[config.mk]
export PLATFORM = sky130hd
export DESIGN_NAME = secram_cfg_bank
export DESIGN_NICKNAME = d
export VERILOG_FILES = /design/src/rtl/secram_cfg_pkg.sv /design/src/rtl/secram_cfg_ctrl.sv /design/src/rtl/secram_erase_seq.sv /design/src/rtl/secram_word_store.sv /design/src/rtl/secram_cfg_bank.sv
export SDC_FILE = /design/constraint.sdc
export NUM_CORES = 2
export LEC_CHECK = 0
export ABC_CLOCK_PERIOD_IN_PS = 3100
export CORE_MARGIN = 5
export CORE_UTILIZATION = 54
export CTS_BUF_LIST = sky130_fd_sc_hd__clkbuf_16
export CTS_CLUSTER_DIAMETER = 30
export DETAILED_ROUTE_END_ITERATION = 8
export GPL_TIMING_DRIVEN = 1
export PLACE_DENSITY = 0.78
export SLEW_MARGIN = 20
export SYNTH_ARGS = -nofsm -noshare
export SYNTH_HDL_FRONTEND = slang
export SYNTH_SLANG_ARGS = --single-unit
[constraint.sdc]
create_clock -name clk -period 3.1 [get_ports clk]
set_input_delay 0.62 -clock clk [delete_from_list [all_inputs] [get_ports clk]]
set_output_delay 0.62 -clock clk [all_outputs]
set_load 0.02 [all_outputs]
[src/rtl/secram_cfg_pkg.sv]
package secram_cfg_pkg;

  // Mode fields, packed so that {compl_acc, reman, terase} maps to ctrl bits 3..1
  typedef struct packed {
    logic compl_acc;
    logic reman;
    logic terase;
  } mode_t;

  localparam int unsigned CTRL_EN_BIT   = 0;
  localparam int unsigned CTRL_MODE_LSB = 1;
  localparam int unsigned CTRL_BUSY_BIT = 4;

  localparam int unsigned REG_CTRL = 0;
  localparam int unsigned REG_SCR  = 1;
  localparam int unsigned REG_KEY  = 2;

endpackage

[src/rtl/secram_cfg_ctrl.sv]
module secram_cfg_ctrl
  import secram_cfg_pkg::*;
#(
  parameter int unsigned DW = 32,
  parameter int unsigned KW = 32
) (
  input  logic          clk,
  input  logic          rst_n,
  input  logic          wr_ok,
  input  logic          sel_ctrl,
  input  logic          sel_scr,
  input  logic          sel_key,
  input  logic [DW-1:0] wr_data,
  input  logic          erase_start,
  output logic          en_q,
  output mode_t         mode_q,
  output logic          scr_en_q,
  output logic [KW-1:0] key_q
);

  logic          en_d;
  mode_t         mode_d;
  logic          scr_en_d;
  logic [KW-1:0] key_d;
  logic          unlocked;

  assign unlocked = ~en_q;

  // next state
  always_comb begin
    en_d     = en_q;
    mode_d   = mode_q;
    scr_en_d = scr_en_q;
    key_d    = key_q;
    if (erase_start) begin
      en_d     = 1'b0;
      mode_d   = '0;
      scr_en_d = 1'b0;
      key_d    = '0;
    end else if (wr_ok) begin
      if (sel_ctrl) begin
        en_d = wr_data[CTRL_EN_BIT];
        // mode bits only accepted while currently disabled (covers enable-setting write)
        if (unlocked) mode_d = mode_t'(wr_data[CTRL_MODE_LSB +: 3]);
      end
      if (sel_scr && unlocked) scr_en_d = wr_data[0];
      if (sel_key && unlocked) key_d    = wr_data[KW-1:0];
    end
  end

  // registers
  always_ff @(posedge clk or negedge rst_n) begin
    if (!rst_n) begin
      en_q     <= 1'b0;
      mode_q   <= '0;
      scr_en_q <= 1'b0;
      key_q    <= '0;
    end else begin
      en_q     <= en_d;
      mode_q   <= mode_d;
      scr_en_q <= scr_en_d;
      key_q    <= key_d;
    end
  end

endmodule

[src/rtl/secram_erase_seq.sv]
module secram_erase_seq #(
  parameter int unsigned WORDS = 64,
  localparam int unsigned IW   = $clog2(WORDS)
) (
  input  logic          clk,
  input  logic          rst_n,
  input  logic          start,
  output logic          busy_q,
  output logic          clr_we,
  output logic [IW-1:0] clr_idx
);

  localparam logic [IW-1:0] LAST = IW'(WORDS - 1);

  logic          busy_d;
  logic [IW-1:0] idx_q, idx_d;

  always_comb begin
    busy_d = busy_q;
    idx_d  = idx_q;
    if (start) begin
      busy_d = 1'b1;
      idx_d  = '0;
    end else if (busy_q) begin
      idx_d = idx_q + 1'b1;
      if (idx_q == LAST) busy_d = 1'b0;
    end
  end

  always_ff @(posedge clk or negedge rst_n) begin
    if (!rst_n) begin
      busy_q <= 1'b0;
      idx_q  <= '0;
    end else begin
      busy_q <= busy_d;
      idx_q  <= idx_d;
    end
  end

  assign clr_we  = busy_q;
  assign clr_idx = idx_q;

endmodule

[src/rtl/secram_word_store.sv]
module secram_word_store #(
  parameter int unsigned WORDS = 64,
  parameter int unsigned DW    = 32,
  localparam int unsigned IW   = $clog2(WORDS)
) (
  input  logic          clk,
  input  logic          we,
  input  logic [IW-1:0] waddr,
  input  logic [DW-1:0] wdata,
  input  logic [IW-1:0] raddr,
  output logic [DW-1:0] rdata
);

  logic [DW-1:0] mem [WORDS];

  // storage array carries no reset; contents are defined by writes or erase
  always_ff @(posedge clk) begin
    if (we) mem[waddr] <= wdata;
  end

  assign rdata = mem[raddr];

endmodule

[src/rtl/secram_cfg_bank.sv]
module secram_cfg_bank
  import secram_cfg_pkg::*;
#(
  parameter int unsigned WORDS = 64,
  parameter int unsigned DW    = 32,
  parameter int unsigned KW    = 32,
  localparam int unsigned IW   = $clog2(WORDS),
  localparam int unsigned AW   = IW + 1
) (
  input  logic          clk,
  input  logic          rst_n,
  input  logic          wr_en_i,
  input  logic [AW-1:0] wr_addr_i,
  input  logic [DW-1:0] wr_data_i,
  input  logic          rd_en_i,
  input  logic [AW-1:0] rd_addr_i,
  output logic [DW-1:0] rd_data_o,
  input  logic          tamper_i,
  output logic          module_en_o,
  output logic          tamper_erase_en_o,
  output logic          remanence_en_o,
  output logic          compl_access_en_o,
  output logic          scramble_active_o,
  output logic [KW-1:0] scramble_key_o,
  output logic          busy_o
);

  localparam logic [IW-1:0] A_CTRL = IW'(REG_CTRL);
  localparam logic [IW-1:0] A_SCR  = IW'(REG_SCR);
  localparam logic [IW-1:0] A_KEY  = IW'(REG_KEY);

  // reset: asserted asynchronously, released on the clock
  logic [1:0] rst_sync_q;
  logic       rst_int_n;

  always_ff @(posedge clk or negedge rst_n) begin
    if (!rst_n) rst_sync_q <= 2'b00;
    else        rst_sync_q <= {rst_sync_q[0], 1'b1};
  end
  assign rst_int_n = rst_sync_q[1];

  logic          en_q, scr_en_q, busy_q, erase_start, wr_ok;
  mode_t         mode_q;
  logic [KW-1:0] key_q;
  logic          wr_is_ram, sel_ctrl, sel_scr, sel_key;
  logic          clr_we, ram_we;
  logic [IW-1:0] clr_idx, ram_waddr;
  logic [DW-1:0] ram_wdata, ram_rdata;

  // write decode
  assign wr_is_ram = wr_addr_i[AW-1];
  assign sel_ctrl  = ~wr_is_ram && (wr_addr_i[IW-1:0] == A_CTRL);
  assign sel_scr   = ~wr_is_ram && (wr_addr_i[IW-1:0] == A_SCR);
  assign sel_key   = ~wr_is_ram && (wr_addr_i[IW-1:0] == A_KEY);
  assign wr_ok     = wr_en_i & ~busy_q;

  assign erase_start = tamper_i & mode_q.terase & ~busy_q;

  secram_cfg_ctrl #(.DW(DW), .KW(KW)) u_ctrl (
    .clk        (clk),
    .rst_n      (rst_int_n),
    .wr_ok      (wr_ok),
    .sel_ctrl   (sel_ctrl),
    .sel_scr    (sel_scr),
    .sel_key    (sel_key),
    .wr_data    (wr_data_i),
    .erase_start(erase_start),
    .en_q       (en_q),
    .mode_q     (mode_q),
    .scr_en_q   (scr_en_q),
    .key_q      (key_q)
  );

  secram_erase_seq #(.WORDS(WORDS)) u_erase (
    .clk    (clk),
    .rst_n  (rst_int_n),
    .start  (erase_start),
    .busy_q (busy_q),
    .clr_we (clr_we),
    .clr_idx(clr_idx)
  );

  // RAM write arbitration: erase sweep owns the port while busy
  always_comb begin
    if (clr_we) begin
      ram_we    = 1'b1;
      ram_waddr = clr_idx;
      ram_wdata = '0;
    end else begin
      ram_we    = wr_ok & wr_is_ram & ~en_q;
      ram_waddr = wr_addr_i[IW-1:0];
      ram_wdata = wr_data_i;
    end
  end

  secram_word_store #(.WORDS(WORDS), .DW(DW)) u_store (
    .clk  (clk),
    .we   (ram_we),
    .waddr(ram_waddr),
    .wdata(ram_wdata),
    .raddr(rd_addr_i[IW-1:0]),
    .rdata(ram_rdata)
  );

  // read path
  logic [DW-1:0] rd_mux, rd_q, rd_d;

  always_comb begin
    rd_mux = '0;
    if (rd_addr_i[AW-1]) begin
      rd_mux = ram_rdata;
    end else if (rd_addr_i[IW-1:0] == A_CTRL) begin
      rd_mux[CTRL_EN_BIT]              = en_q;
      rd_mux[CTRL_MODE_LSB +: 3]       = mode_q;
      rd_mux[CTRL_BUSY_BIT]            = busy_q;
    end else if (rd_addr_i[IW-1:0] == A_SCR) begin
      rd_mux[0] = scr_en_q;
    end else if (rd_addr_i[IW-1:0] == A_KEY) begin
      rd_mux[KW-1:0] = key_q;
    end
  end

  assign rd_d = rd_en_i ? rd_mux : rd_q;

  always_ff @(posedge clk or negedge rst_int_n) begin
    if (!rst_int_n) rd_q <= '0;
    else            rd_q <= rd_d;
  end

  assign rd_data_o         = rd_q;
  assign module_en_o       = en_q;
  assign tamper_erase_en_o = mode_q.terase;
  assign remanence_en_o    = mode_q.reman;
  assign compl_access_en_o = mode_q.compl_acc;
  assign scramble_active_o = en_q & scr_en_q;
  assign scramble_key_o    = key_q;
  assign busy_o            = busy_q;

endmodule

# Word level (Yosys, flattened, before mapping)
# Memories as Yosys holds them, arrays and structs flattened.
# Cells that the tools add are included.
[word_totals] memories=1 in_bits=51 ramBits=2048 out_inout_bits=70 word_cells=72 register_bits=78
[classes] n_bitwise=9 eq_ne=6 n_reduce_logical=16 add_sub_neg=1 muxes=29
[memory_table] name="u_store.mem" words=64 width=32 read_ports=1 rd_clocked_by_memory_dff=0 wr=1 line_no="secram_word_store.sv:14" source="logic [DW-1:0] mem [WORDS];"
[ops] op="$mux W32" n=6
[ops] op="$mux W31" n=1
[ops] op="$mux W27" n=1
[ops] op="$mux W6" n=3
[ops] op="$mux W1" n=13
[ops] op="$eq A6 B1 Y1 const B" n=2
[ops] op="$eq A6 B2 Y1 const B" n=2
[ops] op="$logic_not A6 Y1" n=2
[ops] op="$mux W3" n=4
[ops] op="$reduce_bool A2 Y1" n=5
[ops] op="$add A6 B1 Y6 const B" n=1
[ops] op="$and A1 B1 Y1" n=6
[ops] op="$eq A6 B6 Y1 const B" n=1
[ops] op="$reduce_and A2 Y1" n=3
[ops] op="$logic_and A1 B1 Y1" n=5
[ops] op="$mux W5" n=1
[ops] op="$not A1 Y1" n=3
[ops] op="$reduce_and A3 Y1" n=1
[ops] op="$ne A2 B2 Y1 const B" n=1

# Depth between registers and ports, before layout
[depth] word_depth=7 mapped_depth=10 ltp_nobuf=5

# Hierarchy
# A second synthesis with hierarchy kept.
[hier_totals] cells_unflattened=3697 hier_area_um2=82161.3
[modules_own_cells] mod="secram_word_store" instances=1 cells_per_inst=3292 area_per_inst_um2=77874.7 seq_area_each_um2=61499.0
[modules_own_cells] mod="secram_cfg_bank" instances=1 cells_per_inst=216 area_per_inst_um2=2103.3 seq_area_each_um2=850.8
[modules_own_cells] mod="secram_cfg_ctrl" instances=1 cells_per_inst=158 area_per_inst_um2=1854.3 seq_area_each_um2=925.9
[modules_own_cells] mod="secram_erase_seq" instances=1 cells_per_inst=31 area_per_inst_um2=329.1 seq_area_each_um2=175.2

# Worst setup path after synthesis
# Ideal clock, no wire load.
[synth_timing] path_type="register to register" start="reg u_erase.busy_q" end="mem u_store.mem[11][0] (enable)" setup_time_ns=0.421 stages_incl_launch_ff=5 synth_period_minus_slack_ns=3.429 required_time_ns=2.679 path_buffers=1 slack_ns=-0.329 arrival_ns=3.008 path_cell_list="dfrtp_1 clkbuf_1 o41ai_1 nand2_1 nor2_1"
[synth_via] elab_chain_cells=7 elab_cells_between_ends=8 classes_between="4 x mux; 4 x bitwise"
[synth_lines] item="start: declaration" line_no="secram_erase_seq.sv:8" source="output logic busy_q,"
[synth_lines] item="start signal: assignment" line_no="secram_erase_seq.sv:35" source="busy_q <= busy_d;"
[synth_lines] item="$not A1 Y1" line_no="secram_cfg_bank.sv:55" source="assign wr_ok = wr_en_i & ~busy_q;"
[synth_lines] item="$and A1 B1 Y1" line_no="secram_cfg_bank.sv:55"
[synth_lines] item="$and A1 B1 Y1 (2 in series)" line_no="secram_cfg_bank.sv:90" source="ram_we = wr_ok & wr_is_ram & ~en_q;"
[synth_lines] item="$mux W1" line_no="secram_cfg_bank.sv:85" source="if (clr_we) begin"
[synth_lines] item="$mux W1" line_no="secram_word_store.sv:18" source="if (we) mem[waddr] <= wdata;"
[synth_lines] item="$mux W1 (implied by the code)" line_no="secram_word_store.sv:18"
[synth_lines] item="end: declaration" line_no="secram_word_store.sv:14"
# Several ways; a longest one is shown, not always the timed one.

# Final worst setup path
[layout_timing] start="reg u_erase.busy_q" end="out busy_o"
[layout_rtl] item="end: declaration" line_no="secram_cfg_bank.sv:25" source="output logic busy_o"
# No word-level cell between the ends.

==> flow_metrics.tcl <==
set metrics [dict create \
    yosysSeqAreaShare_pct 77.6 \
    max_clock_freq_mhz 343 \
    synthFlopType "edfxtp_1" \
    worst_slack_ps 186 \
    worstPathCellList "clkdlybuf4s50_1" \
    rsz0062_at_grt "false" \
    antenna_found_initial 10 \
    p_leak_uw 0.0340 \
    run_status "completed" \
    routedWlPerCell_um 36.8 \
    gp_congestion 0.931 \
    post-place-ws_ps -184 \
    yosys.area.top_type "edfxtp_1" \
    vias 44900 \
    synth_most_common_cell "edfxtp_1" \
    overflow 0 \
    slowest_stage "dfrtp_4" \
    stdcell_count 6557 \
    grt_max_degree 65 \
    drc 0 \
    synth.net_count 3657 \
    fillCellCount 8521 \
    synth_area_mm2 0.0818 \
    areaGrowthSynthToFinish_pct 24.3 \
    grt.busiest_layer "met2" \
    ir_worst_vdd_mv 0.723 \
    numClockSinks 2126 \
    yosys-top-cells-area "edfxtp_1 (75%), mux4_2 (16%), dfrtp_1 (2.4%)" \
    boundaryPins 121 \
    ys_seq_elements 2126 \
    path_buf_inv 1 \
    crit_family "flip-flops" \
    fin_nets 4317 \
    post_cts.repair.setup_buffers 0 \
    arrival_ps 2290 \
    power-per-cell-area_mw_per_mm2 824 \
    start_util_pct 54.4 \
    drive_above_1_share_pct 36.0 \
    first_pass_iters 6 \
    tritoncts "done" \
    dp_cells 5920 \
    grt_usage_pct 30.5 \
    rows 142 \
    met2_usage_pct 48.5 \
    yosysTopAreaCellShare_pct 75.2 \
    synth_warnings 0 \
    placed_cell_area_mm2 0.0899 \
    r2r_cells 6 \
    worstSetupPathType "reg2out" \
    synth_common_cells "edfxtp_1 (2048), mux4_2 (565), mux2i_1 (154), nand2_1 (114), nor2_1 (95)" \
    hold-worst-slack_ps 326 \
    final.setup_skew_ps 62.4 \
    critPathCaptureType "output port" \
    drtAntennaViolNets 0 \
    die_y_um 399 \
    vias_per_cell 6.85 \
    cp_max_fo 36 \
    drv_cap 0 \
    first_global_vias 46400 \
    path_clk_slew_ps 50 \
    cts_root_buffer "clkbuf_16" \
    met1_usage_pct 39.1 \
    worstSkewPairLatency_ps 930 \
    htree_levels 5 \
    drt_iter0_drc 7376 \
    hold_path_depth 3 \
    setup_viol 0 \
    drt-total-wl_mm 241 \
    die_w_um 399 \
    min_period_ps 2910 \
    synth_edf_count 2048 \
    hold_path.class "in2reg" \
    finalHoldViolCount 0 \
    grt_pass1_wl_mm 342 \
    ys_async_sr_fraction_pct 3.67 \
    io_buffer_count 120 \
    met3_usage_pct 8.48 \
    finalCritPeriodShare_pct 94.0 \
    worstMarginPinSlew_ps 1050 \
    max-clock-path-buffers 4 \
    fp.coreArea_mm2 0.150 \
    syn-instance-count 3605 \
    slew-limit-headroom_pct 29.8 \
    design.die.area_mm2 0.159 \
    ys_types 60 \
    numCtsBuffers 358 \
    finalInstanceArea_mm2 0.102 \
    critPathMaxStageDelay_ps 710 \
    startpoint_type "register" \
    cp.required_ps 2480 \
    syn_area_per_cell_um2 22.7 \
    cp.depth 1 \
    dp_hpwl_mm 126 \
    slew_viol_final 0 \
]
[through the flow]
step	TNS (ps)	utilization [%]	total power, µW
after floorplan	-866700	-	40100
after global placement	-3100	59.8	44400
after detailed placement	-4500	59.8	44800
after CTS	0	67.7	83800
after global routing	0	67.7	85800
final	0	67.7	83800
[cell usage in the layout (no fill, tap or decap), types with 8 or more instances in the layout]
master and count:
nor2_4 65, nor2b_4 32, nand2_1 114, o22ai_1 57, clkinv_2 37, dfrtp_1 76, clkdlybuf4s50_1 116, clkinv_1 40
nor2_1 30, inv_1 32, clkinv_4 26, inv_6 46, mux2_2 14, nand3_1 19, mux4_2 565, buf_4 241
inv_8 14, nor2b_1 12, mux2i_1 154, clkinvlp_4 38, bufinv_16 39, nand2b_1 8, a21oi_1 43, a22oi_1 41
o32ai_1 9, edfxtp_1 2048, o21ai_0 30, clkbuf_16 363, buf_12 138
[power breakdown]
| part | switching [µW] | internal (µW) | total [µW] |
|---|---|---|---|
| registers | 682 | 35000 | 35700 |
| clock network | 14300 | 24700 | 39000 |
| logic | 6290 | 2830 | 9120 |
| total | 21200 | 62600 | 83800 |
[worst register-to-register path, stage by stage, from the launching register on]
cell	delay, ps
dfrtp_4	660
o41ai_1	470
buf_4	230
nand2_1	200
buf_4	260
nor2_4	180
buf_12	240
[sequential cells by signal, summed over array words and instances (netlist names)]
signal and count:
rd_data_o 32, rst_sync_q 2, u_ctrl.en_q 1, u_ctrl.key_q 32
u_ctrl.mode_q 3, u_ctrl.scr_en_q 1, u_erase.busy_q 1, u_erase.clr_idx 6
u_store.mem 2048
[path summary, 6_finish.rpt]
kind                                     start             endpoint  slack (ps)
min in group asynchronous                rst_n        rst_sync_q[1]         390
worst min-delay path             wr_data_i[22]     u_ctrl.key_q[22]         330
worst max register to register  u_erase.busy_q  u_store.mem[47][29]         520
worst min register to register   rst_sync_q[0]        rst_sync_q[1]         350
worst max-delay path            u_erase.busy_q               busy_o         190
max in group asynchronous        rst_sync_q[1]       u_erase.busy_q        1750
[per-layer routing]
layer,routed length (µm),vias to the layer above
li1,-,16700
met1,79600,23100
met2,116000,4252
met3,31200,840
met4,14500,6
met5,39,-
[logic make-up after synthesis]
logic type	after synthesis	share of synthesized area, %
fa+ha+maj	1	0.0153
compound gates	227	1.82
flops	2126	77.6
simple gates	309	1.72
other cells	1	0.00458
mux	733	17.6
buf+inv	208	1.25
[area by class of cell]
cell class              count  area [µm²]  share of cell area [%]
multi-input cells        1271       18100                    17.8
inverters                   8        30.0                  0.0295
clock inverters           268        2720                    2.68
clock buffers             363        9080                    8.93
repair buffers            500        5800                    5.70
well taps                2016        2520                    2.48
flip-flops and latches   2126       63500                    62.4
diodes                      5        12.5                  0.0123
[what timing repair did]
item | in CTS | in global routing
hold buffers | 1 | 0
resized for setup | 0 | 0
endpoints found under the hold margin | 2 | 0
No activity file was read; power rests on OpenSTA's default activity.
